===== src/rtl/bdr_pkg.sv =====
package bdr_pkg;
  localparam int LEN_W   = 16;
  localparam int TXST_W  = 10;
  localparam int RXERR_W = 6;
  localparam int NUM_EV  = 4;

  // status bit positions inside word 0 (status occupies bits 31:16)
  localparam int B_OWN   = 31;
  localparam int B_PAD   = 30;
  localparam int B_WRAP  = 29;
  localparam int B_INT   = 28;
  localparam int B_LAST  = 27;
  localparam int B_CRC   = 26;

  localparam int EV_RXF = 0;
  localparam int EV_TXB = 1;
  localparam int EV_TXE = 2;
  localparam int EV_BSY = 3;

  typedef enum logic [1:0] {SEL_TXW0 = 2'd0, SEL_TXW1 = 2'd1, SEL_RXW0 = 2'd2} ramSel_e;

  typedef struct packed {
    logic    rd;
    logic    wr;
    ramSel_e sel;
    logic    txLoadW0;
    logic    txLaunch;
    logic    txFinish;
    logic    rxFinish;
    logic    rxBusy;
  } strobe_t;
endpackage


===== src/rtl/bdr_ctrl.sv =====
module bdr_ctrl
  import bdr_pkg::*;
(
  input  logic    clk,
  input  logic    rstN,
  input  logic    rxPend,
  input  logic    txDonePend,
  input  logic    txActive,
  input  logic    txHalted,
  input  logic    descOwn,
  output strobe_t stb
);
  typedef enum logic [1:0] {S_IDLE, S_TXCHK, S_TXADDR, S_RXCHK} state_e;
  state_e state, nextState;

  always_ff @(posedge clk) begin
    if (!rstN) state <= S_IDLE;
    else       state <= nextState;
  end

  always_comb begin
    stb       = '0;
    stb.sel   = SEL_TXW0;
    nextState = state;
    unique case (state)
      S_IDLE: begin
        if (rxPend) begin
          stb.rd = 1'b1; stb.sel = SEL_RXW0; nextState = S_RXCHK;
        end else if (txDonePend) begin
          stb.wr = 1'b1; stb.sel = SEL_TXW0; stb.txFinish = 1'b1;
        end else if (!txActive && !txHalted) begin
          stb.rd = 1'b1; stb.sel = SEL_TXW0; nextState = S_TXCHK;
        end
      end
      S_TXCHK: begin
        if (descOwn) begin
          stb.txLoadW0 = 1'b1; stb.rd = 1'b1; stb.sel = SEL_TXW1;
          nextState = S_TXADDR;
        end else begin
          nextState = S_IDLE;
        end
      end
      S_TXADDR: begin
        stb.txLaunch = 1'b1; nextState = S_IDLE;
      end
      S_RXCHK: begin
        stb.sel = SEL_RXW0;
        if (descOwn) begin
          stb.wr = 1'b1; stb.rxFinish = 1'b1;
        end else begin
          stb.rxBusy = 1'b1;
        end
        nextState = S_IDLE;
      end
      default: nextState = S_IDLE;
    endcase
  end
endmodule


===== src/rtl/bdr_datapath.sv =====
module bdr_datapath
  import bdr_pkg::*;
#(
  parameter int DEPTH = 128,
  localparam int IDX_W = $clog2(DEPTH),
  localparam int RAM_AW = IDX_W + 2
) (
  input  logic                clk,
  input  logic                rstN,
  input  strobe_t             stb,
  output logic                ramRd,
  output logic                ramWr,
  output logic [RAM_AW-1:0]   ramAddr,
  output logic [31:0]         ramWdata,
  input  logic [31:0]         ramRdata,
  output logic                txReq,
  output logic [31:0]         txBufAddr,
  output logic [LEN_W-1:0]    txLen,
  output logic                txPad,
  output logic                txCrc,
  output logic                txLast,
  input  logic                txDone,
  input  logic [TXST_W-1:0]   txStat,
  output logic                txHalted,
  input  logic                restart,
  input  logic                rxValid,
  input  logic [LEN_W-1:0]    rxLen,
  input  logic [RXERR_W-1:0]  rxErr,
  input  logic [NUM_EV-1:0]   evtClr,
  input  logic [NUM_EV-1:0]   evtMask,
  output logic [NUM_EV-1:0]   events,
  output logic                irq,
  output logic                rxPend,
  output logic                txDonePend,
  output logic                descOwn
);
  logic [IDX_W-1:0]   txIdx, rxIdx;
  logic [31:0]        txW0q, txAddrq;
  logic [TXST_W-1:0]  txStatq;
  logic [LEN_W-1:0]   rxLenq;
  logic [RXERR_W-1:0] rxErrq;
  logic               txActive;
  logic [NUM_EV-1:0]  evSet;
  logic               haltErr, rxTake, rxDrop;
  logic [31:0]        txWord, rxWord;

  function automatic logic [IDX_W-1:0] stepIdx(input logic [IDX_W-1:0] cur, input logic wrapBit);
    if (wrapBit || cur == IDX_W'(DEPTH - 1)) return '0;
    return cur + 1'b1;
  endfunction

  assign descOwn = ramRdata[B_OWN];
  assign haltErr = txStatq[3] | txStatq[2] | txStatq[1];
  assign rxTake  = stb.rxFinish | stb.rxBusy;
  assign rxDrop  = rxValid & rxPend & ~rxTake;

  assign txWord = {1'b0, txW0q[B_PAD:B_CRC], txStatq, txW0q[LEN_W-1:0]};
  assign rxWord = {2'b00, ramRdata[B_WRAP], ramRdata[B_INT], 1'b1, 1'b1, 4'b0000, rxErrq, rxLenq};

  assign ramRd    = stb.rd;
  assign ramWr    = stb.wr;
  assign ramAddr  = (stb.sel == SEL_RXW0) ? {1'b1, rxIdx, 1'b0}
                                          : {1'b0, txIdx, stb.sel == SEL_TXW1};
  assign ramWdata = (stb.sel == SEL_RXW0) ? rxWord : txWord;

  assign txReq     = txActive;
  assign txBufAddr = txAddrq;
  assign txLen     = txW0q[LEN_W-1:0];
  assign txPad     = txW0q[B_PAD];
  assign txCrc     = txW0q[B_CRC];
  assign txLast    = txW0q[B_LAST];

  always_comb begin
    evSet         = '0;
    evSet[EV_RXF] = stb.rxFinish & ramRdata[B_INT];
    evSet[EV_TXB] = stb.txFinish & txW0q[B_INT];
    evSet[EV_TXE] = stb.txFinish & haltErr;
    evSet[EV_BSY] = stb.rxBusy | rxDrop;
  end

  assign irq = |(events & evtMask);

  // transmit side
  always_ff @(posedge clk) begin
    if (!rstN) begin
      txIdx <= '0; txW0q <= '0; txAddrq <= '0; txStatq <= '0;
      txActive <= 1'b0; txDonePend <= 1'b0; txHalted <= 1'b0;
    end else begin
      if (stb.txLoadW0) txW0q <= ramRdata;
      if (stb.txLaunch) begin
        txAddrq  <= ramRdata;
        txActive <= 1'b1;
      end
      if (txDone && txActive) begin
        txActive   <= 1'b0;
        txDonePend <= 1'b1;
        txStatq    <= txStat;
      end
      if (restart) txHalted <= 1'b0;
      if (stb.txFinish) begin
        txDonePend <= 1'b0;
        txIdx      <= stepIdx(txIdx, txW0q[B_WRAP]);
        if (haltErr) txHalted <= 1'b1;
      end
    end
  end

  // receive side and events
  always_ff @(posedge clk) begin
    if (!rstN) begin
      rxIdx <= '0; rxPend <= 1'b0; rxLenq <= '0; rxErrq <= '0; events <= '0;
    end else begin
      if (rxTake) rxPend <= 1'b0;
      if (rxValid && (!rxPend || rxTake)) begin
        rxPend <= 1'b1;
        rxLenq <= rxLen;
        rxErrq <= rxErr;
      end
      if (stb.rxFinish) rxIdx <= stepIdx(rxIdx, ramRdata[B_WRAP]);
      events <= (events & ~evtClr) | evSet;
    end
  end
endmodule


===== src/rtl/bd_ring_engine.sv =====
module bd_ring_engine
  import bdr_pkg::*;
#(
  parameter int DEPTH = 128,
  localparam int IDX_W = $clog2(DEPTH),
  localparam int RAM_AW = IDX_W + 2
) (
  input  logic                clk,
  input  logic                rstN,
  output logic                ramRd,
  output logic                ramWr,
  output logic [RAM_AW-1:0]   ramAddr,
  output logic [31:0]         ramWdata,
  input  logic [31:0]         ramRdata,
  output logic                txReq,
  output logic [31:0]         txBufAddr,
  output logic [LEN_W-1:0]    txLen,
  output logic                txPad,
  output logic                txCrc,
  output logic                txLast,
  input  logic                txDone,
  input  logic [TXST_W-1:0]   txStat,
  output logic                txHalted,
  input  logic                restart,
  input  logic                rxValid,
  input  logic [LEN_W-1:0]    rxLen,
  input  logic [RXERR_W-1:0]  rxErr,
  input  logic [NUM_EV-1:0]   evtClr,
  input  logic [NUM_EV-1:0]   evtMask,
  output logic [NUM_EV-1:0]   events,
  output logic                irq
);
  strobe_t stb;
  logic    rxPend, txDonePend, descOwn;

  bdr_ctrl u_ctrl (
    .clk(clk), .rstN(rstN), .rxPend(rxPend), .txDonePend(txDonePend),
    .txActive(txReq), .txHalted(txHalted), .descOwn(descOwn), .stb(stb)
  );

  bdr_datapath #(.DEPTH(DEPTH)) u_dp (
    .clk(clk), .rstN(rstN), .stb(stb),
    .ramRd(ramRd), .ramWr(ramWr), .ramAddr(ramAddr), .ramWdata(ramWdata), .ramRdata(ramRdata),
    .txReq(txReq), .txBufAddr(txBufAddr), .txLen(txLen), .txPad(txPad), .txCrc(txCrc),
    .txLast(txLast), .txDone(txDone), .txStat(txStat), .txHalted(txHalted), .restart(restart),
    .rxValid(rxValid), .rxLen(rxLen), .rxErr(rxErr), .evtClr(evtClr), .evtMask(evtMask),
    .events(events), .irq(irq), .rxPend(rxPend), .txDonePend(txDonePend), .descOwn(descOwn)
  );
endmodule


===== config.mk =====
export PLATFORM = sky130hd
export DESIGN_NAME = bd_ring_engine
export DESIGN_NICKNAME = d
export VERILOG_FILES = /design/src/rtl/bdr_pkg.sv /design/src/rtl/bdr_ctrl.sv /design/src/rtl/bdr_datapath.sv /design/src/rtl/bd_ring_engine.sv
export SDC_FILE = /design/constraint.sdc
export NUM_CORES = 1
export LEC_CHECK = 0
export ABC_AREA = 1
export CORE_UTILIZATION = 44
export DETAILED_ROUTE_END_ITERATION = 16
export PLACE_DENSITY = 0.85
export REMOVE_ABC_BUFFERS = 1
export SLEW_MARGIN = 10
export SYNTH_ARGS = -nofsm -noshare
export SYNTH_HDL_FRONTEND = slang
export SYNTH_HIERARCHICAL = 1
export SYNTH_SLANG_ARGS = --single-unit

===== constraint.sdc =====
create_clock -name clk -period 2.15 [get_ports clk]
set_clock_uncertainty 0.2 [all_clocks]
set_input_delay 0.215 -clock clk [delete_from_list [all_inputs] [get_ports clk]]
set_output_delay 0.215 -clock clk [all_outputs]
set_load 0.01 [all_outputs]

==> summary.md <==
| Metric | Value |
|---|---|
| Status | complete, but fails checks |
| Failing checks | negative setup slack |
| Critical path class | register to output port |
| Setup WS pre-CTS | -0.292 ns |
| Antenna violations before repair | 0 |
| Antenna Nets Post-Route | 0 |
| Combinational power share | 0.422 |
| CP Data Arrival Time | 1.83 ns |
| Port bufs | 176 |
| Clk root buf | clkbuf_8 |
| R2R depth | 13 |
| Via count | 4,716 |
| Ys async rst share | 0 |
| Pin count of the biggest net entering global routing | 64 |
| Fin nets | 927 |
| Yosys reg bits | 109 |
| Synth area leader | dfxtp_1 |
| M1 wire length | 6000 um |
| DR WL/cell | 14.1 um |
| Seq pwr share | 0.398 |
| Top layer in use | met4 |
| Reg-to-Reg End | u_dp/txIdx[4] |
| Residual DRC | 0 |
| Hold Vio Cnt, Final | 0 |
| Syn_area_per_cell | 7.07 um2 |
| Cell Int Power | 4.15 mW |
| Gpl congestion | 0.828 |
| Drt first pass iters | 4 |
| Crit path buffers/inverters | 6 |
| CTS Sinks | 109 |
| DRT iter0 DRCs | 216 |
| Clock Path Buffers | 2 |
| Num CTS Buffers | 9 |
| Max IR drop VDD | 0.531 mV |
| DPL Wire Length | 9160 um |
| EDFF count, synth | 0 |
| Htree depth | 3 |
| I/O pins | 178 |
| Maximum clock frequency | 0.445 GHz |
| Reg2Reg Launch Point | u_ctrl/state[1] |
| Post-layout min period | 2.25 ns |
| CP delay by family, top | buffers and inverters |
| Initial Utilization | 0.455 |
| Startpoint types | register |
| Die width | 106 um |
| Ant. Diodes | 0 |
| Worst Setup SP | u_ctrl/state[1] |
| Sequential area share after synthesis | 0.463 |
| Sw frac | 0.350 |
| Synth Flop Type | dfxtp_1 |
| Met2 WL | 6740 um |
| Critical Path, Cell by Cell | buf_6, ha_4, nor2_4, inv_2, nand2_4, inv_4, buf_8, buf_12, nand2_2, nand2_1, buf_2 |
| PD cells | 904 nW/um2 |
| Post-synth top cells | nor2_1, nand2_1, dfxtp_1 |
| Slew HR | 0.668 |
| Area Overhead vs Synth | 49.9% |
| Critical Path End | ramWdata[3] |
| Switching pwr | 2.23 mW |
| Die H | 106 um |
| Worst min path class | primary input to register |
| Required time of the worst setup path | 1.74 ns |
| Clock Power Share | 0.181 |
| Fin crit share | 1.05 |
| Core Rows | 37 |
| Non-Filler Instances | 985 |
| P_leak | 3.18 nW |
| # Max-Cap Violations | 0 |
| Yosys top cell area share | 0.463 |
| Final Slew Violations | 0 |
| Area contributors post-synth | dfxtp_1, nor2_1, nand2_1 |
| Setup violations, final | 32 |
| Clk Latency, worst-skew pair | 0.36 ns |
| Vias in the first global route | 4,610 |
| Clock transition at path regs | 0.10 ns |
| DP Cell Count | 955 |
| Global-route congestion overflow total | 0 |
| Layout cell share with drive strength beyond 1 | 0.197 |
| Reg2reg setup slack | 0.19 ns |
| CP max stage cell | dfxtp_4 |
| Tot GR Track Use | 0.255 |
| Fillers | 877 |
| Crit. End Element | output port |
| Measured slew at the worst slew-check pin | 0.497 ns |
| Metal3 WL | 999 um |
| RSZ-0062 raised after global routing | yes |
| CTS tree | done |
| First-pass GRT wire length | 22,600 um |
| CP Max Fanout | 7 |
| Yosys warns | 6 |
| Worst path depth | 11 |
| DIE AREA | 11,100 um2 |
| Distinct cells, synth | 27 |
| Post-Syn Area | 4710 um2 |
| Syn Inst Count | 667 |
| Core box area | 10,400 um2 |
| Vias per cell | 4.79 |
| Routed WL | 13,900 um |
| Most numerous cell in the Yosys netlist | nor2_1 |
| Power, Total | 6.39 mW |
| Fin worst setup slack | -0.0993 ns |
| Largest stage delay, worst path | 0.38 ns |
[area by class of cell]
type	instances	area (um2)	area share
timing repair buffer	218	2080	0.294
clock inverter	4	32.5	0.00460
clock buffer	12	145	0.0205
sequential	109	2190	0.310
inverter	45	184	0.0260
tap	136	170	0.0241
multi-input combinational	461	2270	0.321
[state kept, by name (all words and copies together), names as in the netlist]
signal / count
u_dp/txBufAddr: 32
u_dp/txW0q: 21
u_dp/rxLenq: 16
u_dp/txStatq: 10
u_dp/rxIdx: 7
u_dp/txIdx: 7
u_dp/rxErrq: 6
u_dp/events: 4
u_ctrl/state: 2
u_dp/rxPend: 1
u_dp/txDonePend: 1
u_dp/txHalted: 1
u_dp/txReq: 1
[repair_timing]
action | 4_1_cts | 5_1_grt
setup endpoints to repair | 42 | 61
cloned | 3 | 0
buffers inserted | 11 | 3
endpoints found under the hold margin | 0 | 0
pin swaps | 3 | 14
hold buffers | 0 | 0
resized for setup | 211 | 69
[through the flow]
step / utilization / TNS, ns / hold slack, ns / area (um2)
after floorplan: - / -21.07 / 0.138 / 4390
after global placement: 0.633 / -7.45 / 0.239 / 6570
after detailed placement: 0.633 / -9.17 / 0.247 / 6570
after CTS: 0.662 / -2.84 / 0.0605 / 6860
after global routing: 0.682 / -4.29 / 0.0806 / 7070
final: 0.682 / -2.10 / 0.0743 / 7070
[how the worst min path moves through the flow]
stage,from,endpoint,slack [ns],cells after the start
4_1_cts,rstN,u_dp/txBufAddr[23],0.06,3
2_1_floorplan,rstN,u_ctrl/state[1],0.14,2
6_report,rstN,u_dp/txBufAddr[23],0.07,3
3_5_place_dp,u_dp/txStatq[8],u_dp/txStatq[8],0.25,2
5_1_grt,rstN,u_dp/txBufAddr[23],0.08,3
3_3_place_gp,u_dp/txStatq[6],u_dp/txStatq[6],0.24,2
[worst reg2reg max path: stages, from the launching register on]
cell and delay [ns]:
dfxtp_4 0.38, inv_6 0.08, ha_4 0.15, buf_4 0.10
buf_4 0.11, inv_2 0.05, nor2_4 0.10, nand2_2 0.07
inv_1 0.13, inv_1 0.07, nor2_1 0.21, nand3_1 0.10
nand2_1 0.08, nor2_1 0.03
[per-layer routing]
metal	vias to the layer above	track usage
met1	2132	0.305
li1	2418	-
met2	152	0.449
met5	-	0
met3	14	0.0618
met4	0	0.0804
[layout by cell type, fill, tap and decap left out, drive strengths merged]
master / instances
xor2: 4
or2: 3
dfxtp: 109
nor2: 188
clkinv: 1
o21ai: 96
a21o: 1
clkbuf: 12
buf: 84
inv: 46
xnor2: 2
a21oi: 21
dlygate4sd2: 1
ha: 6
clkinvlp: 2
mux2i: 1
nand4: 3
nand3: 8
nand2: 127
conb: 1
clkdlybuf4s50: 133
[power by group through the flow]
stage	sequential, mW	clock, mW	combinational [mW]
after floorplan	2.62	0	0.820
after global placement	2.53	0	2.24
after detailed placement	2.54	0	2.27
after CTS	2.52	1.18	2.51
after global routing	2.58	1.27	2.91
final	2.54	1.16	2.69
[cells by family after synthesis]
logic type                 count (synthesis)  synth area share
AOI/OAI and AO/OA                        118             0.127
xor gates and xnor gates                   6            0.0111
adders and majority gates                  6            0.0159
buffers and inverters                     97             0.104
DFF                                      109             0.463
muxes                                      1           0.00212
other                                      1          0.000795
and+or+nand+nor                          329             0.276
Power figures use the tool's default switching activity.
